**src/rtl/addr_dec_pkg.sv**
```systemverilog
package addr_dec_pkg;

  typedef enum logic [1:0] {
    SZ_BYTE = 2'd0,
    SZ_HALF = 2'd1,
    SZ_WORD = 2'd2,
    SZ_BAD  = 2'd3
  } size_e;

  // Number of bytes an access touches; the illegal code is treated as four.
  function automatic logic [2:0] size_bytes(input logic [1:0] code);
    case (code)
      SZ_BYTE: size_bytes = 3'd1;
      SZ_HALF: size_bytes = 3'd2;
      default: size_bytes = 3'd4;
    endcase
  endfunction

  // Base of device window idx: wide windows first, then narrow ones.
  function automatic logic [31:0] win_base(input int idx, input int wide_cnt,
                                           input logic [31:0] wide_base,
                                           input logic [31:0] wide_span,
                                           input logic [31:0] narrow_base,
                                           input logic [31:0] narrow_span);
    if (idx < wide_cnt)
      win_base = wide_base + 32'(idx) * wide_span;
    else
      win_base = narrow_base + 32'(idx - wide_cnt) * narrow_span;
  endfunction

endpackage

```
**src/rtl/range_match.sv**
```systemverilog
module range_match #(
  parameter int AW = 24
) (
  input  logic [AW-1:0] addr_i,
  input  logic [2:0]    nbytes_i,
  input  logic [AW-1:0] lo_i,
  input  logic [AW-1:0] hi_i,
  output logic          hit_o
);
  logic [AW:0] end_excl;

  always_comb begin
    // One bit of headroom so the end of the access never wraps.
    end_excl = {1'b0, addr_i} + (AW+1)'(nbytes_i);
    hit_o    = (addr_i >= lo_i) && (end_excl <= {1'b0, hi_i});
  end
endmodule

```
**src/rtl/dev_window.sv**
```systemverilog
module dev_window #(
  parameter int          AW   = 24,
  parameter logic [31:0] BASE = 32'h0018_0000,
  parameter logic [31:0] SPAN = 32'h0008_0000
) (
  input  logic [AW-1:0] addr_i,
  input  logic [2:0]    nbytes_i,
  output logic          hit_o,
  output logic [AW-1:0] off_o
);
  localparam logic [AW-1:0] LO = BASE[AW-1:0];
  localparam logic [31:0]   HI_FULL = BASE + SPAN;
  localparam logic [AW-1:0] HI = HI_FULL[AW-1:0];

  logic [AW-1:0] rel;

  range_match #(.AW(AW)) u_rng (
    .addr_i   (addr_i),
    .nbytes_i (nbytes_i),
    .lo_i     (LO),
    .hi_i     (HI),
    .hit_o    (hit_o)
  );

  assign rel = addr_i - LO;

  generate
    if (BASE[0]) begin : g_byte_lane
      // Odd base: device sits on one byte lane, every other address.
      assign off_o = rel >> 1;
    end else begin : g_full_bus
      assign off_o = rel;
    end
  endgenerate
endmodule

```
**src/rtl/vector_remap.sv**
```systemverilog
module vector_remap
  import addr_dec_pkg::*;
#(
  parameter int          AW       = 24,
  parameter logic [31:0] ROM_BASE = 32'h0010_0000
) (
  input  logic          clk_i,
  input  logic          rst_ni,
  input  logic          valid_i,
  input  logic          write_i,
  input  logic [1:0]    size_i,
  input  logic [AW-1:0] addr_i,
  output logic [AW-1:0] eff_addr_o,
  output logic          bad_seq_o,
  output logic          armed_o
);
  localparam logic [AW-1:0] ROM_OFS   = ROM_BASE[AW-1:0];
  localparam logic [AW-1:0] VEC_FIRST = '0;
  localparam logic [AW-1:0] VEC_LAST  = AW'(4);

  logic armed_q, armed_d;
  logic word_rd, is_first, is_last;

  always_comb begin
    word_rd  = valid_i && !write_i && (size_i == SZ_WORD);
    is_first = (addr_i == VEC_FIRST);
    is_last  = (addr_i == VEC_LAST);

    armed_d = armed_q;
    if (armed_q && word_rd && is_last) armed_d = 1'b0;

    eff_addr_o = addr_i;
    if (armed_q && word_rd && (is_first || is_last)) eff_addr_o = addr_i + ROM_OFS;

    bad_seq_o = armed_q && word_rd && !(is_first || is_last);
  end

  always_ff @(posedge clk_i or negedge rst_ni) begin
    if (!rst_ni) armed_q <= 1'b1;
    else         armed_q <= armed_d;
  end

  assign armed_o = armed_q;

  // the second vector fetch disarms the remap.
  p_disarm_on_vec4_r2: assert property (@(posedge clk_i) disable iff (!rst_ni)
    (armed_q && valid_i && !write_i && size_i == SZ_WORD && addr_i == VEC_LAST) |=> !armed_q);

  // once disarmed, the remap stays off until reset.
  p_stays_disarmed_r3: assert property (@(posedge clk_i) disable iff (!rst_ni)
    !armed_q |=> !armed_q);

  // no address translation while disarmed.
  p_no_remap_idle_r3: assert property (@(posedge clk_i) disable iff (!rst_ni)
    !armed_q |-> (eff_addr_o == addr_i));
endmodule

```
**src/rtl/sys_addr_decoder.sv**
```systemverilog
module sys_addr_decoder
  import addr_dec_pkg::*;
#(
  parameter int          AW          = 24,
  parameter logic [31:0] RAM_BASE    = 32'h0000_0000,
  parameter logic [31:0] ROM_BASE    = 32'h0010_0000,
  parameter logic [31:0] LOW_LIMIT   = 32'h0001_0000,
  parameter int          WIDE_CNT    = 2,
  parameter logic [31:0] WIDE_BASE   = 32'h0018_0000,
  parameter logic [31:0] WIDE_SPAN   = 32'h0008_0000,
  parameter int          NARROW_CNT  = 8,
  parameter logic [31:0] NARROW_BASE = 32'h003A_0001,
  parameter logic [31:0] NARROW_SPAN = 32'h0000_4000,
  localparam int         NDEV        = WIDE_CNT + NARROW_CNT
) (
  input  logic            clk_i,
  input  logic            rst_ni,
  input  logic            req_valid_i,
  input  logic            req_write_i,
  input  logic [1:0]      req_size_i,
  input  logic [AW-1:0]   req_addr_i,
  input  logic [AW-1:0]   ram_ro_lo_i,
  input  logic [AW-1:0]   ram_ro_hi_i,
  input  logic [AW-1:0]   ram_rw_lo_i,
  input  logic [AW-1:0]   ram_rw_hi_i,
  input  logic [AW-1:0]   rom_ro_lo_i,
  input  logic [AW-1:0]   rom_ro_hi_i,
  input  logic [AW-1:0]   bss_lo_i,
  input  logic [AW-1:0]   bss_hi_i,
  output logic            sel_ram_o,
  output logic            sel_rom_o,
  output logic [NDEV-1:0] sel_dev_o,
  output logic [AW-1:0]   local_off_o,
  output logic            rom_wp_o,
  output logic            boot_remap_o,
  output logic            err_o
);
  localparam logic [AW-1:0] RAM_OFS = RAM_BASE[AW-1:0];
  localparam logic [AW-1:0] ROM_OFS = ROM_BASE[AW-1:0];
  localparam logic [AW-1:0] LOW_HI  = LOW_LIMIT[AW-1:0];
  localparam int            NRANGE  = 4;
  localparam int            IDX_RAM_RO = 0;
  localparam int            IDX_RAM_RW = 1;
  localparam int            IDX_ROM_RO = 2;
  localparam int            IDX_BSS    = 3;

  // Reset: asserted asynchronously, released on the clock.
  logic [1:0] rst_sync_q;
  logic       rst_int_n;

  always_ff @(posedge clk_i or negedge rst_ni) begin
    if (!rst_ni) rst_sync_q <= 2'b00;
    else         rst_sync_q <= {rst_sync_q[0], 1'b1};
  end
  assign rst_int_n = rst_sync_q[1];

  // Boot vector remap
  logic [AW-1:0] eff_addr;
  logic          bad_seq;

  vector_remap #(.AW(AW), .ROM_BASE(ROM_BASE)) u_remap (
    .clk_i      (clk_i),
    .rst_ni     (rst_int_n),
    .valid_i    (req_valid_i),
    .write_i    (req_write_i),
    .size_i     (req_size_i),
    .addr_i     (req_addr_i),
    .eff_addr_o (eff_addr),
    .bad_seq_o  (bad_seq),
    .armed_o    (boot_remap_o)
  );

  logic [2:0] nbytes;
  logic       bad_size;
  assign nbytes   = size_bytes(req_size_i);
  assign bad_size = (req_size_i == SZ_BAD);

  // Programmable ranges
  logic [AW-1:0]     rng_lo [NRANGE];
  logic [AW-1:0]     rng_hi [NRANGE];
  logic [NRANGE-1:0] rng_hit;

  assign rng_lo[IDX_RAM_RO] = ram_ro_lo_i;
  assign rng_hi[IDX_RAM_RO] = ram_ro_hi_i;
  assign rng_lo[IDX_RAM_RW] = ram_rw_lo_i;
  assign rng_hi[IDX_RAM_RW] = ram_rw_hi_i;
  assign rng_lo[IDX_ROM_RO] = rom_ro_lo_i;
  assign rng_hi[IDX_ROM_RO] = rom_ro_hi_i;
  assign rng_lo[IDX_BSS]    = bss_lo_i;
  assign rng_hi[IDX_BSS]    = bss_hi_i;

  generate
    for (genvar r = 0; r < NRANGE; r++) begin : g_rng
      range_match #(.AW(AW)) u_rm (
        .addr_i   (eff_addr),
        .nbytes_i (nbytes),
        .lo_i     (rng_lo[r]),
        .hi_i     (rng_hi[r]),
        .hit_o    (rng_hit[r])
      );
    end
  endgenerate

  logic low_hit;
  range_match #(.AW(AW)) u_low (
    .addr_i   (eff_addr),
    .nbytes_i (nbytes),
    .lo_i     ('0),
    .hi_i     (LOW_HI),
    .hit_o    (low_hit)
  );

  // Fixed device windows
  logic [NDEV-1:0] dev_hit;
  logic [AW-1:0]   dev_off [NDEV];

  generate
    for (genvar d = 0; d < NDEV; d++) begin : g_dev
      localparam logic [31:0] W_BASE =
        win_base(d, WIDE_CNT, WIDE_BASE, WIDE_SPAN, NARROW_BASE, NARROW_SPAN);
      localparam logic [31:0] W_SPAN = (d < WIDE_CNT) ? WIDE_SPAN : NARROW_SPAN;
      localparam logic [31:0] W_LIM  = W_BASE[0] ? (W_SPAN >> 1) : W_SPAN;

      dev_window #(.AW(AW), .BASE(W_BASE), .SPAN(W_SPAN)) u_win (
        .addr_i   (eff_addr),
        .nbytes_i (nbytes),
        .hit_o    (dev_hit[d]),
        .off_o    (dev_off[d])
      );

      // a window's offset never leaves its (possibly halved) span.
      p_dev_off_in_span_r5: assert property (@(posedge clk_i) disable iff (!rst_int_n)
        sel_dev_o[d] |-> ({8'h00, local_off_o} < W_LIM));
    end
  endgenerate

  // Priority decode
  logic            dec_go;
  logic            wr;
  logic            sel_ram_d, sel_rom_d;
  logic [NDEV-1:0] sel_dev_d;
  logic [AW-1:0]   off_d;
  logic            dev_found;
  logic            err_d, err_q;

  always_comb begin
    dec_go    = req_valid_i && !bad_size && !bad_seq;
    wr        = req_write_i;
    sel_ram_d = 1'b0;
    sel_rom_d = 1'b0;
    sel_dev_d = '0;
    off_d     = '0;
    dev_found = 1'b0;

    if (dec_go) begin
      if (!wr && rng_hit[IDX_RAM_RO]) begin
        sel_ram_d = 1'b1;
        off_d     = eff_addr - RAM_OFS;
      end else if (rng_hit[IDX_RAM_RW]) begin
        sel_ram_d = 1'b1;
        off_d     = eff_addr - RAM_OFS;
      end else if (!wr && rng_hit[IDX_ROM_RO]) begin
        sel_rom_d = 1'b1;
        off_d     = eff_addr - ROM_OFS;
      end else if (rng_hit[IDX_BSS]) begin
        sel_ram_d = 1'b1;
        off_d     = eff_addr - RAM_OFS;
      end else if (|dev_hit) begin
        for (int i = 0; i < NDEV; i++) begin
          if (dev_hit[i] && !dev_found) begin
            sel_dev_d[i] = 1'b1;
            off_d        = dev_off[i];
            dev_found    = 1'b1;
          end
        end
      end else if (low_hit) begin
        sel_ram_d = 1'b1;
        off_d     = eff_addr;
      end
    end

    err_d = req_valid_i && !(sel_ram_d || sel_rom_d || (|sel_dev_d));
  end

  assign sel_ram_o   = sel_ram_d;
  assign sel_rom_o   = sel_rom_d;
  assign sel_dev_o   = sel_dev_d;
  assign local_off_o = off_d;
  assign rom_wp_o    = req_valid_i && req_write_i && !bad_size && rng_hit[IDX_ROM_RO];

  always_ff @(posedge clk_i or negedge rst_int_n) begin
    if (!rst_int_n) err_q <= 1'b0;
    else            err_q <= err_d;
  end
  assign err_o = err_q;

  // never more than one target.
  p_onehot_sel_r10: assert property (@(posedge clk_i) disable iff (!rst_int_n)
    $onehot0({sel_ram_o, sel_rom_o, sel_dev_o}));

  // an access that found no target is flagged on the next cycle.
  p_err_on_miss_r10: assert property (@(posedge clk_i) disable iff (!rst_int_n)
    (req_valid_i && !(sel_ram_o || sel_rom_o || (|sel_dev_o))) |=> err_o);

  // an access that found a target is never flagged.
  p_no_err_on_hit_r10: assert property (@(posedge clk_i) disable iff (!rst_int_n)
    (sel_ram_o || sel_rom_o || (|sel_dev_o)) |=> !err_o);

  // a refused ROM write never reaches ROM.
  p_wp_blocks_rom_r8: assert property (@(posedge clk_i) disable iff (!rst_int_n)
    rom_wp_o |-> !sel_rom_o);
endmodule

```
**config.mk**
```make
export PLATFORM = sky130hd
export DESIGN_NAME = sys_addr_decoder
export DESIGN_NICKNAME = d
export VERILOG_FILES = /design/src/rtl/addr_dec_pkg.sv /design/src/rtl/range_match.sv /design/src/rtl/dev_window.sv /design/src/rtl/vector_remap.sv /design/src/rtl/sys_addr_decoder.sv
export SDC_FILE = /design/constraint.sdc
export NUM_CORES = 1
export LEC_CHECK = 0
export BUFFER_PORTS_ARGS = -buffer_cell sky130_fd_sc_hd__clkbuf_2
export CORE_AREA = 2 2 137 139
export DETAILED_ROUTE_END_ITERATION = 8
export DIE_AREA = 0 0 139 141
export MAX_ROUTING_LAYER = met4
export PLACE_DENSITY = 0.79
export SYNTH_ARGS = -nofsm -noshare
export SYNTH_HDL_FRONTEND = slang
export SYNTH_SLANG_ARGS = --single-unit
```
**constraint.sdc**
```tcl
create_clock -name clk_i -period 6.4 [get_ports clk_i]
set_clock_uncertainty 0.1 [all_clocks]
set_input_delay 0 -clock clk_i [delete_from_list [all_inputs] [get_ports clk_i]]
set_output_delay 0 -clock clk_i [all_outputs]
set_load 0.01 [all_outputs]
```
Word-level counts from Yosys, hierarchy flattened:

Cells that the tools add are included.

* register bits after elaboration: 4
* output and inout port bits: 39

* $add $sub $neg: 13
* order comparisons: 30
* eq/ne operators: 4
* muxes and demuxes: 108
* reduce and logical (&&, ||, !) cells: 59

Operator list (number)
* 24-bit two-way mux: 18
* 25-bit by 22-bit <= comparator with 1-bit output (second input constant): 10
* 24-bit by 22-bit >= comparator with 1-bit output (second input constant): 9
* 24-bit by 22-bit subtractor with 24-bit output (second input constant): 9
* 25-bit by 24-bit <= comparator with 1-bit output: 4
* 24-bit >= comparator: 4
* 1-bit two-way mux: 83
* 10-bit two-way mux: 6
* 24-bit by 21-bit subtractor with 24-bit output (second input constant): 2
* 1-bit logical AND: 38
* 24-bit by 3-bit adder with 25-bit output: 1
* 25-bit by 17-bit <= comparator with 1-bit output (second input constant): 1
* 24-bit by 21-bit adder with 24-bit output (second input constant): 1
* 24-bit by 3-bit equality test with 1-bit output (second input constant): 1
* 24-bit by 1-bit >= comparator with 1-bit output (second input constant): 1
* 24-bit by 21-bit >= comparator with 1-bit output (second input constant): 1
* 24-bit zero test: 1
* 10-bit OR reduction: 2
* 1-bit zero test: 14
* 3-bit case mux with 2 select lines: 1
* 2-bit equality test (second input constant): 2
* 1-bit logical OR: 3
* 2-bit by 1-bit equality test with 1-bit output (second input constant): 1
* 2-bit zero test: 1

Depth between registers and ports, before layout:

* word-level depth: 101
* gate-level depth with buffers: 26
* gate-level depth less buffers: 24

Hierarchy:

Synthesis repeated with hierarchy kept, for this count alone.

* cell total of the unflattened synthesis: 4998
* area total of the unflattened synthesis: 34872.2 um^2

Modules (own cells, without submodules)
* range_match (g_dev[0].u_win.u_rng ...): times used 13, cells an instance 239, area an instance 1712.9 um^2, sequential area each 0.0 um^2
* sys_addr_decoder: times used 1, cells an instance 597, area an instance 3616.0 um^2, sequential area each 75.1 um^2
* range_match (g_dev[6].u_win.u_rng): times used 1, cells an instance 242, area an instance 1714.1 um^2, sequential area each 0.0 um^2
* range_match (g_dev[7].u_win.u_rng): times used 1, cells an instance 240, area an instance 1701.6 um^2, sequential area each 0.0 um^2
* dev_window (g_dev[4].u_win): times used 1, cells an instance 104, area an instance 699.4 um^2, sequential area each 0.0 um^2
* dev_window (g_dev[2].u_win): times used 1, cells an instance 95, area an instance 659.4 um^2, sequential area each 0.0 um^2
* dev_window (g_dev[7].u_win): times used 1, cells an instance 101, area an instance 653.1 um^2, sequential area each 0.0 um^2
* dev_window (g_dev[6].u_win): times used 1, cells an instance 92, area an instance 595.6 um^2, sequential area each 0.0 um^2
* dev_window (g_dev[9].u_win): times used 1, cells an instance 86, area an instance 590.6 um^2, sequential area each 0.0 um^2
* dev_window (g_dev[8].u_win): times used 1, cells an instance 80, area an instance 563.0 um^2, sequential area each 0.0 um^2
* dev_window (g_dev[5].u_win): times used 1, cells an instance 79, area an instance 554.3 um^2, sequential area each 0.0 um^2
* dev_window (g_dev[3].u_win): times used 1, cells an instance 76, area an instance 495.5 um^2, sequential area each 0.0 um^2
* vector_remap: times used 1, cells an instance 43, area an instance 356.6 um^2, sequential area each 26.3 um^2
* dev_window (g_dev[0].u_win): times used 1, cells an instance 28, area an instance 207.7 um^2, sequential area each 0.0 um^2
* dev_window (g_dev[1].u_win): times used 1, cells an instance 28, area an instance 197.7 um^2, sequential area each 0.0 um^2

Least setup slack after synthesis:

OpenSTA, ideal clock, no wires.

* path type: input to output
* start: in req_addr_i[11]
* end: out local_off_o[20]
* arrival: 5.630 ns
* data required time: 6.300 ns
* setup slack: 0.670 ns
* stages on the path: 22
* buffers on the path: 3
* path through: buf_4 > or4_4 > or4_1 > buf_4 > nor2_8 > buf_4 > xnor2_1 > ha_1 > nand2_1 > nor4_1 > xnor2_1 > inv_1 > ha_1 > nand3_1 > or4_1 > o22ai_1 > a41oi_1 > or4b_2 > nand2_1 > nor2_1 > a211o_1 > o31ai_1

* longest elaborated chain between the ends: 95
* elaborated cells on any way between the ends: 168
* those cells by class: add/sub: 13; order compare: 30; eq/ne: 1; mux: 81; reduce/logical: 43

Ends and longest elaborated chain
* from (decl): line sys_addr_decoder.sv:21 `input logic [AW-1:0] req_addr_i,`
* parallel branches: the longest is 94 deep, another holds 24-bit by 3-bit adder with 25-bit output
* 24-bit two-way mux (*): line sys_addr_decoder.sv:155 `if (dec_go) begin`
* to (decl): line sys_addr_decoder.sv:33 `output logic [AW-1:0] local_off_o,`

Every way passes the cells marked *. The select of a mux whose other input is x is not followed.

Final worst setup path:

* start: in req_addr_i[10]
* end: out local_off_o[3]

Same word-level chain as after synthesis.

==> summary.log <==
[critical_path] critical-path maximum fanout 12
[logic_synthesis] Post-synth ARST share 1.00
[critical_path] cell depth of the worst flop-to-flop path 24
[logic_synthesis] Net Count, Synth 1823
[power_and_ir_drop] worst-case vdd ir drop 0.131 mV
[global_routing] antenna violations before repair 0
[power_and_ir_drop] Sw Share 0.540
[drt] WL per Instance 21.0 µm
[die] Rows 50
[critical_path] r2r setup slk 540 ps
[drt] detailed router's first-iteration violation count 1170
[critical_path] crit-path max cell delay 690 ps
[die] I/O pin count 261
[sta] worst hold margin 8.97 ps
[logic_synthesis] count of flip-flops with a built-in enable after synthesis 0
[critical_path] Reg-to-Reg Start u_remap.armed_o
[flow_run] # Max-Cap Violations 0
[cts] total number of clock tree sinks 4
[drt] Detailed Routing Iterations Pass 1 8
[outcome] status finished clean
[finish] number of diodes added for antenna fixing 0
[cts] clock root cell clkbuf_16
[drt] Remaining DRCs 0
[critical_path] critical path required time 6300 ps
[sta] fraction of the cycle the final worst path needs 0.960
[cts] buffer levels on the longest clock path 2
[power_and_ir_drop] relative contribution of sequential cells to total power 0.029
[power_and_ir_drop] switching power 532 µW
[global_routing] pin count of the biggest net entering global routing 38
[die] standard cell core area 18300 µm²
[drt] mean number of vias per cell 6.27
[sta] setup repair after global routing missed its margin false
[sta] maximum clock rate 163 MHz
[drt] via count 11840
[drt] overall routed net length 39.5 mm
[drt] Routed Antenna Nets 0
[power_and_ir_drop] Clk pwr share 0.106
[die] die footprint 19600 µm²
[cts] clock insertion delay at the later pin of the skew report 230 ps
[cts] CTS clock-pin slew for the worst setup and hold paths 40 ps
[power_and_ir_drop] combinational cell fraction of total power 0.865
[global_routing] via count of the first global-routing pass 11466
[sta] Slew @ Worst Pin 774 ps
[place] final RePlAce weighted congestion 1.03
[critical_path] cell repeated most along the worst path buf_4
[power_and_ir_drop] leak pwr 0.00616 µW
[logic_synthesis] predominant post-synthesis flop cell dfrtp_1
[hold_path] class of the most critical hold timing path primary input to asynchronous set/reset pin
[critical_path] count of buffer and inverter cells on the critical path 6
[critical_path] cell family with most CP delay simple AND/OR/NAND/NOR gates
[sta] Final Critical Period 6140 ps
[sta] headroom to the max-slew limit 0.481
[critical_path] CP max-delay cell or4b_2
[place] count of port buffers added during placement 260
[power_and_ir_drop] power per unit of standard cell area 87.7 nW/µm²
[global_routing] total congestion overflow after global routing 0
[logic_synthesis] Synth top area share 0.279
[power_and_ir_drop] total internal power 454 µW
[logic_synthesis] Cells after Synth 1391
[critical_path] arrival time at the worst endpoint 6040 ps
[finish] Area growth syn-to-layout 19.9%
[finish] fraction of layout cells with a size suffix above 1 0.215
[finish] final core utilization 0.616
[logic_synthesis] post-synthesis average cell area 6.74 µm²
[logic_synthesis] post-synthesis sequential element count 4
[logic_synthesis] sequential share of the synthesized area 0.0108
[cts] Inserted Clock Buffers 3
[die] effective utilization at floorplan 0.514
[global_routing] wire length of the first global-routing pass 61.3 mm
[logic_synthesis] post-synthesis cell type with the largest combined area ha_1
[cts] TritonCTS clock tree yes
[critical_path] kind of start point of the critical path primary input
[sta] final setup vio count 0
[logic_synthesis] number of distinct library cells after synthesis 90
[critical_path] worst reg2reg endpoint err_o
[die] height of the die 141 µm
[logic_synthesis] Cell Area, Synth 9380 µm²
[finish] Total Nets Final 2086
[critical_path] type of element capturing the critical path output port
[place] Detail Placement HPWL 32.6 mm
[logic_synthesis] largest cells by area after synthesis ha_1 28%, inv_1 8.4%, a21o_1 4.5%
[die] DIE WIDTH 139 µm
[critical_path] class of the most critical setup path primary input to output port
[cts] H-tree levels 1
[global_routing] global router's overall resource usage 0.401
[sta] endpoints failing hold 0
[logic_synthesis] yosys warns 0
[sta] number of pins with negative max-slew slack in the final report 0
[cell usage in the layout, fill, tap and decap left out, types with 5 or more instances in the layout]
cell / instances
a31oi_1: 9
nand3_1: 58
xnor2_1: 40
a21boi_0: 6
a211o_1: 9
a22oi_1: 5
o21a_1: 15
nand3b_1: 7
buf_4: 50
or3_1: 8
clkbuf_2: 260
a311oi_1: 6
a221oi_1: 6
xor2_1: 11
nor2b_1: 20
o21ai_0: 79
nand2_1: 103
o31ai_1: 6
nand2b_1: 17
and3_1: 20
nor3_1: 31
and2_1: 11
o21ai_1: 11
nand4_1: 34
ha_1: 209
o31a_1: 7
a211oi_1: 17
a21oi_1: 79
o211ai_1: 11
or4_1: 7
nor2_1: 90
inv_1: 210
a21o_1: 56
a2111oi_0: 9
o22ai_1: 8
o2111ai_1: 6
and4_1: 5
nor4_1: 15
or2_2: 9
a22o_1: 5
[per-stage QoR]
step	TNS (ps)	power (µW)	std cells	setup slack [ps]	area, µm²
4_1_cts	0	963	1886	97.3	11200
6_report	0	986	1887	258	11200
3_3_place_gp	-786	839	1879	-141	11100
2_1_floorplan	0	538	1391	670	9380
5_1_grt	0	1070	1887	2.63	11200
3_5_place_dp	-5000	850	1879	-272	11100
[cells in the mapped netlist, types with 4 or more instances]
cell,instances
ha_1,209
nor4_1,16
o21ai_1,11
nand3b_1,7
inv_1,210
xnor2_1,40
and2_1,11
a311oi_1,6
or3_1,8
a31oi_1,9
a21boi_0,6
clkbuf_1,28
and4_1,5
buf_2,16
o21a_1,15
or2_2,9
nand2b_1,17
buf_4,10
and3_1,20
o31ai_1,6
nor3_1,31
a22o_1,5
a211oi_1,17
o211ai_1,11
a221oi_1,6
nand3_1,59
xor2_1,11
o22ai_1,8
nor2_1,91
a21oi_1,79
or4_1,9
nor4b_1,5
o31a_1,7
a211o_1,9
nand2_1,103
o2111ai_1,6
a2111oi_0,9
a22oi_1,5
a21o_1,56
o21ai_0,79
nand4_1,34
nor2b_1,20
a41oi_1,4
[final cells by class]
cell class              instances  area, µm²
clock buffers                   4       78.8
fillers                      1755       7020
well taps                     234        293
multi-input cells            1120       8270
repair buffers                313       1710
inverters                     212        798
flip-flops and latches          4        101
[cells by family after synthesis]
logic type	count (synthesis)	synth area share
xor gates and xnor gates	52	0.0505
muxes	5	0.00560
and+or+nand+nor	464	0.257
buffers and inverters	267	0.114
other	1	0.000400
AOI/OAI and AO/OA	388	0.280
adders and majority gates	210	0.281
DFF	4	0.0108
[power groups by stage]
stage / Clock (µW) / Combinational (µW) / Sequential (µW)
floorplan: 0 / 510 / 28.3
global placement: 0 / 811 / 28.5
detailed placement: 0 / 822 / 28.3
CTS: 107 / 829 / 28.1
global route: 109 / 932 / 28.2
finish: 105 / 853 / 28.2
[layer usage]
layer	wire length, µm	global-route usage
met5	0	-
met4	2310	0.185
met3	3630	0.0414
met2	17500	0.658
met1	16100	0.499
[flip-flops by register name, summed over array words and instances, names as in the netlist]
| name | cells |
|---|---|
| rst_sync_q | 2 |
| err_o | 1 |
| u_remap.armed_o | 1 |
[worst max-delay path by stage]
stage	start	to	slack (ps)	cells past startpoint
5_1_grt	req_valid_i	local_off_o[3]	3	27
3_3_place_gp	req_addr_i[0]	local_off_o[22]	-140	23
4_1_cts	req_addr_i[0]	local_off_o[2]	100	24
3_5_place_dp	req_addr_i[0]	local_off_o[2]	-270	24
6_report	req_addr_i[10]	local_off_o[3]	260	25
2_1_floorplan	req_addr_i[11]	local_off_o[20]	670	22
[what timing repair did]
action	in CTS	in global routing
cloned	0	0
hold endpoints to repair	4	0
hold buffers	3	0
setup endpoints to repair	32	32
gates resized for setup	1	9
buffers inserted	0	1
pin swaps	0	1
Power figures use the tool's default switching activity.
